--- config.mk ---
export PLATFORM = sky130hd
export DESIGN_NAME = interval_timer
export DESIGN_NICKNAME = d
export VERILOG_FILES = /design/src/rtl/tmr_pkg.sv /design/src/rtl/tmr_regs.sv /design/src/rtl/tmr_counter.sv /design/src/rtl/tmr_toggle.sv /design/src/rtl/interval_timer.sv
export SDC_FILE = /design/constraint.sdc
export NUM_CORES = 1
export LEC_CHECK = 0
export ABC_CLOCK_PERIOD_IN_PS = 5900
export BUFFER_PORTS_ARGS = -buffer_cell sky130_fd_sc_hd__buf_4
export CELL_PAD_IN_SITES_DETAIL_PLACEMENT = 2
export CELL_PAD_IN_SITES_GLOBAL_PLACEMENT = 2
export CORE_ASPECT_RATIO = 1.5
export CORE_UTILIZATION = 45
export DETAILED_ROUTE_END_ITERATION = 6
export PLACE_DENSITY = 0.85
export SLEW_MARGIN = 25
export SYNTH_ARGS = -nofsm -noshare
export SYNTH_HDL_FRONTEND = slang
export SYNTH_HIERARCHICAL = 1
export SYNTH_SLANG_ARGS = --single-unit
--- constraint.sdc ---
create_clock -name clk -period 5.9 [get_ports clk]
set_clock_uncertainty 0.2 [all_clocks]
set_input_delay 0.295 -clock clk [delete_from_list [all_inputs] [get_ports clk]]
set_output_delay 0.295 -clock clk [all_outputs]
set_load 0.05 [all_outputs]
--- src/rtl/tmr_pkg.sv ---
package tmr_pkg;
    localparam int ADDR_W    = 2;
    localparam int CTRL_RUN  = 0;
    localparam int CTRL_MASK = 1;

    typedef enum logic [ADDR_W-1:0] {
        A_PERIOD = 2'd0,
        A_MATCH  = 2'd1,
        A_CTRL   = 2'd2,
        A_COUNT  = 2'd3
    } reg_addr_e;
endpackage

--- src/rtl/tmr_regs.sv ---
module tmr_regs
    import tmr_pkg::*;
#(
    parameter int CNT_W = 16
) (
    input  logic              clk,
    input  logic              rst_n,
    input  logic              wr_en,
    input  logic [ADDR_W-1:0] wr_addr,
    input  logic [CNT_W-1:0]  wr_data,
    output logic [CNT_W-1:0]  period_o,
    output logic [CNT_W-1:0]  match_o,
    output logic              run_o,
    output logic              mask_o
);
    typedef struct packed {
        logic [CNT_W-1:0] period;
        logic [CNT_W-1:0] match;
        logic             run;
        logic             mask;
    } regs_t;

    regs_t r_d, r_q;

    always_comb begin
        r_d = r_q;
        if (wr_en) begin
            case (reg_addr_e'(wr_addr))
                A_PERIOD: r_d.period = wr_data;
                A_MATCH:  r_d.match  = wr_data;
                A_CTRL: begin
                    r_d.run  = wr_data[CTRL_RUN];
                    r_d.mask = wr_data[CTRL_MASK];
                end
                default: ;
            endcase
        end
    end

    always_ff @(posedge clk or negedge rst_n) begin
        if (!rst_n) begin
            r_q.period <= '1;
            r_q.match  <= '1;
            r_q.run    <= 1'b0;
            r_q.mask   <= 1'b0;
        end else begin
            r_q <= r_d;
        end
    end

    assign period_o = r_q.period;
    assign match_o  = r_q.match;
    assign run_o    = r_q.run;
    assign mask_o   = r_q.mask;


    reset_cfg_chk: assert property (@(posedge clk) $rose(rst_n) |-> (r_q.period == '1 && !r_q.run));
endmodule

--- src/rtl/tmr_counter.sv ---
module tmr_counter #(
    parameter int CNT_W = 16
) (
    input  logic             clk,
    input  logic             rst_n,
    input  logic             run_i,
    input  logic             cnt_en_i,
    input  logic [CNT_W-1:0] period_i,
    input  logic [CNT_W-1:0] match_i,
    output logic [CNT_W-1:0] cnt_o,
    output logic             hit_o,
    output logic             wrap_irq_o
);
    typedef struct packed {
        logic [CNT_W-1:0] cnt;
        logic [CNT_W-1:0] buf0;
        logic [CNT_W-1:0] buf1;
        logic             irq;
    } cnt_t;

    cnt_t s_d, s_q;
    logic wrap;

    assign wrap  = run_i && cnt_en_i && (s_q.cnt == s_q.buf0);
    assign hit_o = run_i && cnt_en_i && (s_q.cnt == s_q.buf1);

    always_comb begin
        s_d     = s_q;
        s_d.irq = wrap;
        if (!run_i) begin
            s_d.cnt  = '0;
            s_d.buf0 = period_i;
            s_d.buf1 = match_i;
        end else if (cnt_en_i) begin
            if (wrap) begin
                s_d.cnt  = '0;
                s_d.buf0 = period_i;
                s_d.buf1 = match_i;
            end else begin
                s_d.cnt = s_q.cnt + 1'b1;
            end
        end
    end

    always_ff @(posedge clk or negedge rst_n) begin
        if (!rst_n) begin
            s_q.cnt  <= '0;
            s_q.buf0 <= '1;
            s_q.buf1 <= '1;
            s_q.irq  <= 1'b0;
        end else begin
            s_q <= s_d;
        end
    end

    assign cnt_o      = s_q.cnt;
    assign wrap_irq_o = s_q.irq;


    wrap_zero_chk: assert property (@(posedge clk) disable iff (!rst_n) s_q.irq |-> (s_q.cnt == '0));

    cnt_bound_chk: assert property (@(posedge clk) disable iff (!rst_n) s_q.cnt <= s_q.buf0);

    hold_chk: assert property (@(posedge clk) disable iff (!rst_n)
        (run_i && $past(run_i) && !$past(cnt_en_i)) |-> $stable(s_q.cnt));

    buf_hold_chk: assert property (@(posedge clk) disable iff (!rst_n)
        ($past(run_i) && !s_q.irq) |-> ($stable(s_q.buf0) && $stable(s_q.buf1)));
endmodule

--- src/rtl/tmr_toggle.sv ---
module tmr_toggle (
    input  logic clk,
    input  logic rst_n,
    input  logic run_i,
    input  logic hit_i,
    input  logic mask_i,
    output logic tog_o,
    output logic irq_o
);
    typedef struct packed {
        logic tog;
        logic irq;
    } tog_t;

    tog_t t_d, t_q;

    always_comb begin
        t_d = t_q;
        if (!run_i) begin
            t_d.tog = 1'b0;
            t_d.irq = 1'b0;
        end else begin
            t_d.tog = t_q.tog ^ hit_i;
            t_d.irq = hit_i && !mask_i;
        end
    end

    always_ff @(posedge clk or negedge rst_n) begin
        if (!rst_n) t_q <= '0;
        else        t_q <= t_d;
    end

    assign tog_o = t_q.tog;
    assign irq_o = t_q.irq;


    stop_low_chk: assert property (@(posedge clk) disable iff (!rst_n) !run_i |=> !t_q.tog);

    mask_chk: assert property (@(posedge clk) disable iff (!rst_n) t_q.irq |-> !$past(mask_i));

    irq_flip_chk: assert property (@(posedge clk) disable iff (!rst_n) t_q.irq |-> (t_q.tog != $past(t_q.tog)));
endmodule

--- src/rtl/interval_timer.sv ---
module interval_timer
    import tmr_pkg::*;
#(
    parameter int CNT_W = 16
) (
    input  logic             clk,
    input  logic             rst_n,
    input  logic             cnt_en,
    input  logic             wr_en,
    input  logic [1:0]       wr_addr,
    input  logic [CNT_W-1:0] wr_data,
    input  logic [1:0]       rd_addr,
    output logic [CNT_W-1:0] rd_data,
    output logic             toggle_out,
    output logic             irq_period,
    output logic             irq_cmp1
);
    logic [CNT_W-1:0] period, match, cnt;
    logic             run, mask, hit;

    tmr_regs #(.CNT_W(CNT_W)) u_regs (
        .clk(clk), .rst_n(rst_n), .wr_en(wr_en), .wr_addr(wr_addr), .wr_data(wr_data),
        .period_o(period), .match_o(match), .run_o(run), .mask_o(mask)
    );

    tmr_counter #(.CNT_W(CNT_W)) u_cnt (
        .clk(clk), .rst_n(rst_n), .run_i(run), .cnt_en_i(cnt_en),
        .period_i(period), .match_i(match),
        .cnt_o(cnt), .hit_o(hit), .wrap_irq_o(irq_period)
    );

    tmr_toggle u_tog (
        .clk(clk), .rst_n(rst_n), .run_i(run), .hit_i(hit), .mask_i(mask),
        .tog_o(toggle_out), .irq_o(irq_cmp1)
    );

    always_comb begin
        rd_data = '0;
        case (reg_addr_e'(rd_addr))
            A_PERIOD: rd_data = period;
            A_MATCH:  rd_data = match;
            A_CTRL: begin
                rd_data[CTRL_RUN]  = run;
                rd_data[CTRL_MASK] = mask;
            end
            A_COUNT:  rd_data = cnt;
            default:  rd_data = '0;
        endcase
    end


    ctrl_read_chk: assert property (@(posedge clk) disable iff (!rst_n)
        (rd_addr == 2'd2) |-> (rd_data[CNT_W-1:2] == '0));
endmodule

# [After elaboration in Yosys (flattened, before gate mapping)]
# Cells that the tools add are included.
# W data, S select, Z words.
[totals] romBits=0 reg_bits=85 latchBits=0 wordCells=39 out_inout_bits=19 ram_bits=0 n_memories=0
[classes] mul=0 n_lt_le_gt_ge=0 n_shift=0 n_reduce_logical=11 mux=7 addsub=1 n_bitwise=1 div_mod_pow=0 n_eq_ne=9
[op_table] op="$mux W48" count=2
[op_table] op="$pmux W14 S3" count=1
[op_table] op="$eq A16 B16 Y1" count=2
[op_table] op="$mux W32" count=1
[op_table] op="$add A16 B1 Y16 const B" count=1
[op_table] op="$mux W16" count=1
[op_table] op="$pmux W2 S4" count=1
[op_table] op="$reduce_and A2 Y1" count=4
[op_table] op="$eq A2 B2 Y1 const B" count=3
[op_table] op="$eq A2 B1 Y1 const B" count=2
[op_table] op="$logic_and A1 B1 Y1" count=4
[op_table] op="$logic_not A2 Y1" count=2
[op_table] op="$mux W2" count=1
[op_table] op="$ne A2 B1 Y1 const B" count=1
[op_table] op="$ne A2 B2 Y1 const B" count=1
[op_table] op="$logic_not A1 Y1" count=1
[op_table] op="$xor A1 B1 Y1" count=1

# [Longest topological paths before layout]
[depth] depth_word=5 depth_mapped=8 mapped_depth_nobuf=6

# [By module]
# Netlist, hierarchy kept.
[by_module_without_submodules] mod="tmr_counter" instances=1 cells_per_inst=223 seq_area_each_um2=1266.2 area_per_inst_um2=2700.1
[by_module_without_submodules] mod="tmr_regs" instances=1 cells_per_inst=73 seq_area_each_um2=890.9 area_per_inst_um2=1330.0
[by_module_without_submodules] mod="interval_timer" instances=1 cells_per_inst=37 seq_area_each_um2=0.0 area_per_inst_um2=370.4
[by_module_without_submodules] mod="tmr_toggle" instances=1 cells_per_inst=6 seq_area_each_um2=50.0 area_per_inst_um2=72.6

# [Least setup slack after synthesis]
# No wires, ideal clock.
[synth_timing] path_type="reg2reg" startpoint="reg u_cnt/cnt_o[0] (netlist name)" endpoint="reg u_cnt/s_q[27] in the netlist's numbering" t_arrival_ns=1.889 n_path_buf=1 required_ns=5.615 slack_ns=3.726 path_stages_with_launch=7 path_cell_list="dfrtp_1 -> xor2_1 -> nor4b_2 -> nand4b_1 -> o21ai_4 -> buf_6 -> mux2_1"
[synth_via] elab_chain_len=4
[synth_rtl] item="$eq A16 B16 Y1" line="tmr_counter.sv:24" text="assign wrap = run_i && cnt_en_i && (s_q.cnt == s_q.buf0);"
[synth_rtl] item="$logic_and A1 B1 Y1" line="tmr_counter.sv:24"
[synth_rtl] item="$ne A2 B1 Y1 (no line)"
[synth_rtl] item="$reduce_and A2 Y1 (no line)"
[synth_rtl] item="end: declaration" line="tmr_counter.sv:21" text="cnt_t s_d, s_q;"
# No other way between the ends.
# A chain may end at the register's enable or synchronous reset.

# [Final worst setup path]
[layout_timing] startpoint="reg u_cnt/cnt_o[8] (netlist name)" endpoint="reg u_cnt/s_q[2] in the netlist's numbering"
[layout_via] elab_chain_len=4
[layout_rtl] item="$eq A16 B16 Y1" line="tmr_counter.sv:24"
[layout_rtl] item="$logic_and A1 B1 Y1" line="tmr_counter.sv:24"
[layout_rtl] item="$ne A2 B1 Y1 (no line)"
[layout_rtl] item="$reduce_and A2 Y1 (no line)"
# No other way between the ends.

==> results.yml <==
routing:
  wire_per_inst_um: 23.72
  wl_met2_mm: 6.510
  routed_wl_mm: 11.72
  wl_met1_mm: 4.725
  drtPass1Iterations: 4
  dr_wl_met3_um: 225
  routed-via-count: 2825
  drt_first_iter_violations: 75
  routed_via_density: 5.719
  drcViolationCount: 0
  topRoutingLayerUsed: "met4"
  antenna_left: 0
sta:
  tightest_slew_ns: 0.7680
  drv_slew: 0
  setup_viol: 0
  fmax_mhz: 319.4
  maxSlewHeadroom: 0.4880
  grt_setup_unrepaired: "false"
  tns_ns: 0
  finalCritPeriodShare: 0.5306
  hold_violations: 0
  period_needed_ns: 3.131
  worst_slack_ns: 2.769
  hold_slack_ns: 0.007875
logic_synthesis:
  synth_cell_type_count: 40
  synthXorXnorAreaFrac: 0.09203
  syn-num-nets: 364
  synth_compound_area_frac: 0.03385
  synth_cells: 339
  yosys.area_share.simple: 0.09007
  synth_warnings: 6
  synth_top_family_by_area: "multiplexers"
  muxShareOfSynthArea: 0.2243
  seq_area_frac_synth: 0.4934
  synthAdderAreaFrac: 0.002797
  netlist_area_sq_um: 4473
  ys_ff_latch: 85
  avgSynthCellArea_sq_um: 13.19
clock_tree:
  htreeDepth: 3
  clockBufferDepth: 2
  cts_made_buffers: 9
  clockRootBuffer: "clkbuf_16"
  post_cts_resized: 0
  clkTransAtPathRegs_ns: 0.06
  clkSinkCount: 85
  cts_tree: "built"
  clk_latency_ns: 0.34
placement:
  io_buffers: 42
  gp_congestion: 0.8199
  hpwl_mm: 7.452
  place_inst: 463
  pre_cts_ws_ns: 2.854
  place_area_sq_um: 4663
global_route:
  grt_usage: 0.2459
  grt_max_degree: 86
  antenna_found_initial: 0
  grt_pass1_vias: 3238
  overflow: 0
  grt_first_pass_wirelength_mm: 18.80
worst_setup_path:
  crit_arrival_ns: 3.20
  path_cells: "xnor2_1 > and4b_1 > nand4_1 > o21ai_4 > buf_4 > mux2_2"
  critPathKind: "flip-flop to flip-flop"
  max_stage_delay_ns: 0.64
  critPathSlowestCell: "o21ai_4"
  worstPathRequired_ns: 5.97
  cp_num_buf_inv: 1
  end_kind: "flip-flop"
  cp_max_fo: 28
  start_kind: "flip-flop"
  path_delay_family: "compound AO/OA/AOI/OAI gates"
cells_and_area:
  utilization: 0.5284
  syn_to_final_growth_pct: 14.46
  design_area_sq_um: 5120
  final_cell_mix: "dfstp_2 (64), buf_4 (42), mux2_2 (41)"
  n_antenna_cell: 0
  drive_gt1_frac: 0.4987
  final_common_cell: "dfstp_2"
  layout.nets: 399
  finalNonFillerCells: 494
job:
  max-cap-violations: 0
power_and_ir_drop:
  total_power_mw: 1.985
  ir_drop_v: 0.0001961
  leakagePower_nw: 2.164
  power_density_nw_per_um2: 387.7
floorplan:
  die_h_um: 124.1
  core-area_sq_um: 9689
  fp.dieW_um: 83.41
  initial_core_util: 0.4616
  die-area_sq_um: 10350
  ioPinCount: 43
  rows: 44
outcome:
  outcome: "finished clean"
hold_path:
  hold_path.class: "input pin to flip-flop"
[registers in the layout (all words and copies together) (netlist names)]
name,cells
u_regs/run_o,1
u_cnt/wrap_irq_o,1
u_cnt/s_q,32
u_regs/match_o,16
u_regs/period_o,16
u_tog/tog_o,1
u_tog/irq_o,1
u_cnt/cnt_o,16
u_regs/mask_o,1
[worst reg2reg max path: stages (launching register included)]
cell and delay (ns):
dfrtp_1 0.50, xnor2_1 0.33, and4b_1 0.25, nand4_1 0.19
o21ai_4 0.64, buf_4 0.53, mux2_2 0.42
[cell families (layout without fill, tap and decap cells)]
kind of cell	Yosys count	after routing
compound gates	17	17
xor+xnor	47	47
fa+ha+maj	1	1
buf+inv	36	76
flops	85	85
mux	82	82
simple gates	71	71
[cells in the mapped netlist (all sizes together)]
cell	n	area share
nand2b	1	0.0014
clkbuf	3	0.0028
xnor2	16	0.031
dfrtp	21	0.12
mux2	66	0.18
nor2b	1	0.0014
nand3	7	0.0078
nand4	6	0.0084
nor3b	1	0.0042
o31ai	1	0.0017
o2bb2ai	14	0.027
nor3	6	0.0067
and4	1	0.0020
and4b	1	0.0022
xor2	31	0.061
nor4b	3	0.0087
ha	1	0.0028
dfstp	64	0.38
nand4b	1	0.0020
buf	31	0.059
nand3b	2	0.0042
nor4	8	0.011
o21ai	2	0.0048
mux4	2	0.010
and3	1	0.0014
mux2i	14	0.031
nand2	10	0.0084
inv	2	0.0017
nor2	20	0.017
and2	2	0.0034
[repair_timing]
action | CTS | global route
hold endpoints to repair | 28 | 0
buffers inserted | 0 | 0
hold buffers | 14 | 0
[worst paths after layout]
kind	start	to	slack, ns	depth (start not counted)
min in group asynchronous	rst_n	u_tog/tog_o	0.38	2
max reg2reg	u_cnt/cnt_o[8]	u_cnt/s_q[2]	2.77	6
max in group asynchronous	rst_n	u_cnt/cnt_o[10]	4.60	2
min	wr_data[8]	u_regs/period_o[8]	0.008	2
max	u_cnt/cnt_o[8]	u_cnt/s_q[2]	2.77	6
min reg2reg	u_regs/mask_o	u_tog/irq_o	0.29	1
[layer usage]
metal	global-route usage	vias to the layer above
li1	-	1247
met1	0.2803	1517
met2	0.4621	48
met3	0.03711	13
met4	0.09698	0
met5	0	-
[report_power, final]
group	switching, mW	total, mW	leakage, nW	internal [mW]
combinational	0.249	0.493	1.06	0.243
sequential	0.116	0.917	0.960	0.801
clock	0.224	0.576	0.144	0.352
[layout make-up]
type                       count  area (sq um)
sequential                    85          2207
multi-input combinational    218          1982
timing repair buffer          58         481.7
tap                          115         143.9
clock inverter                 1         30.03
inverter                       2         7.507
clock buffer                  15         267.8
fill                         913          4569
Note: power is estimated with default switching activity, not from simulation.
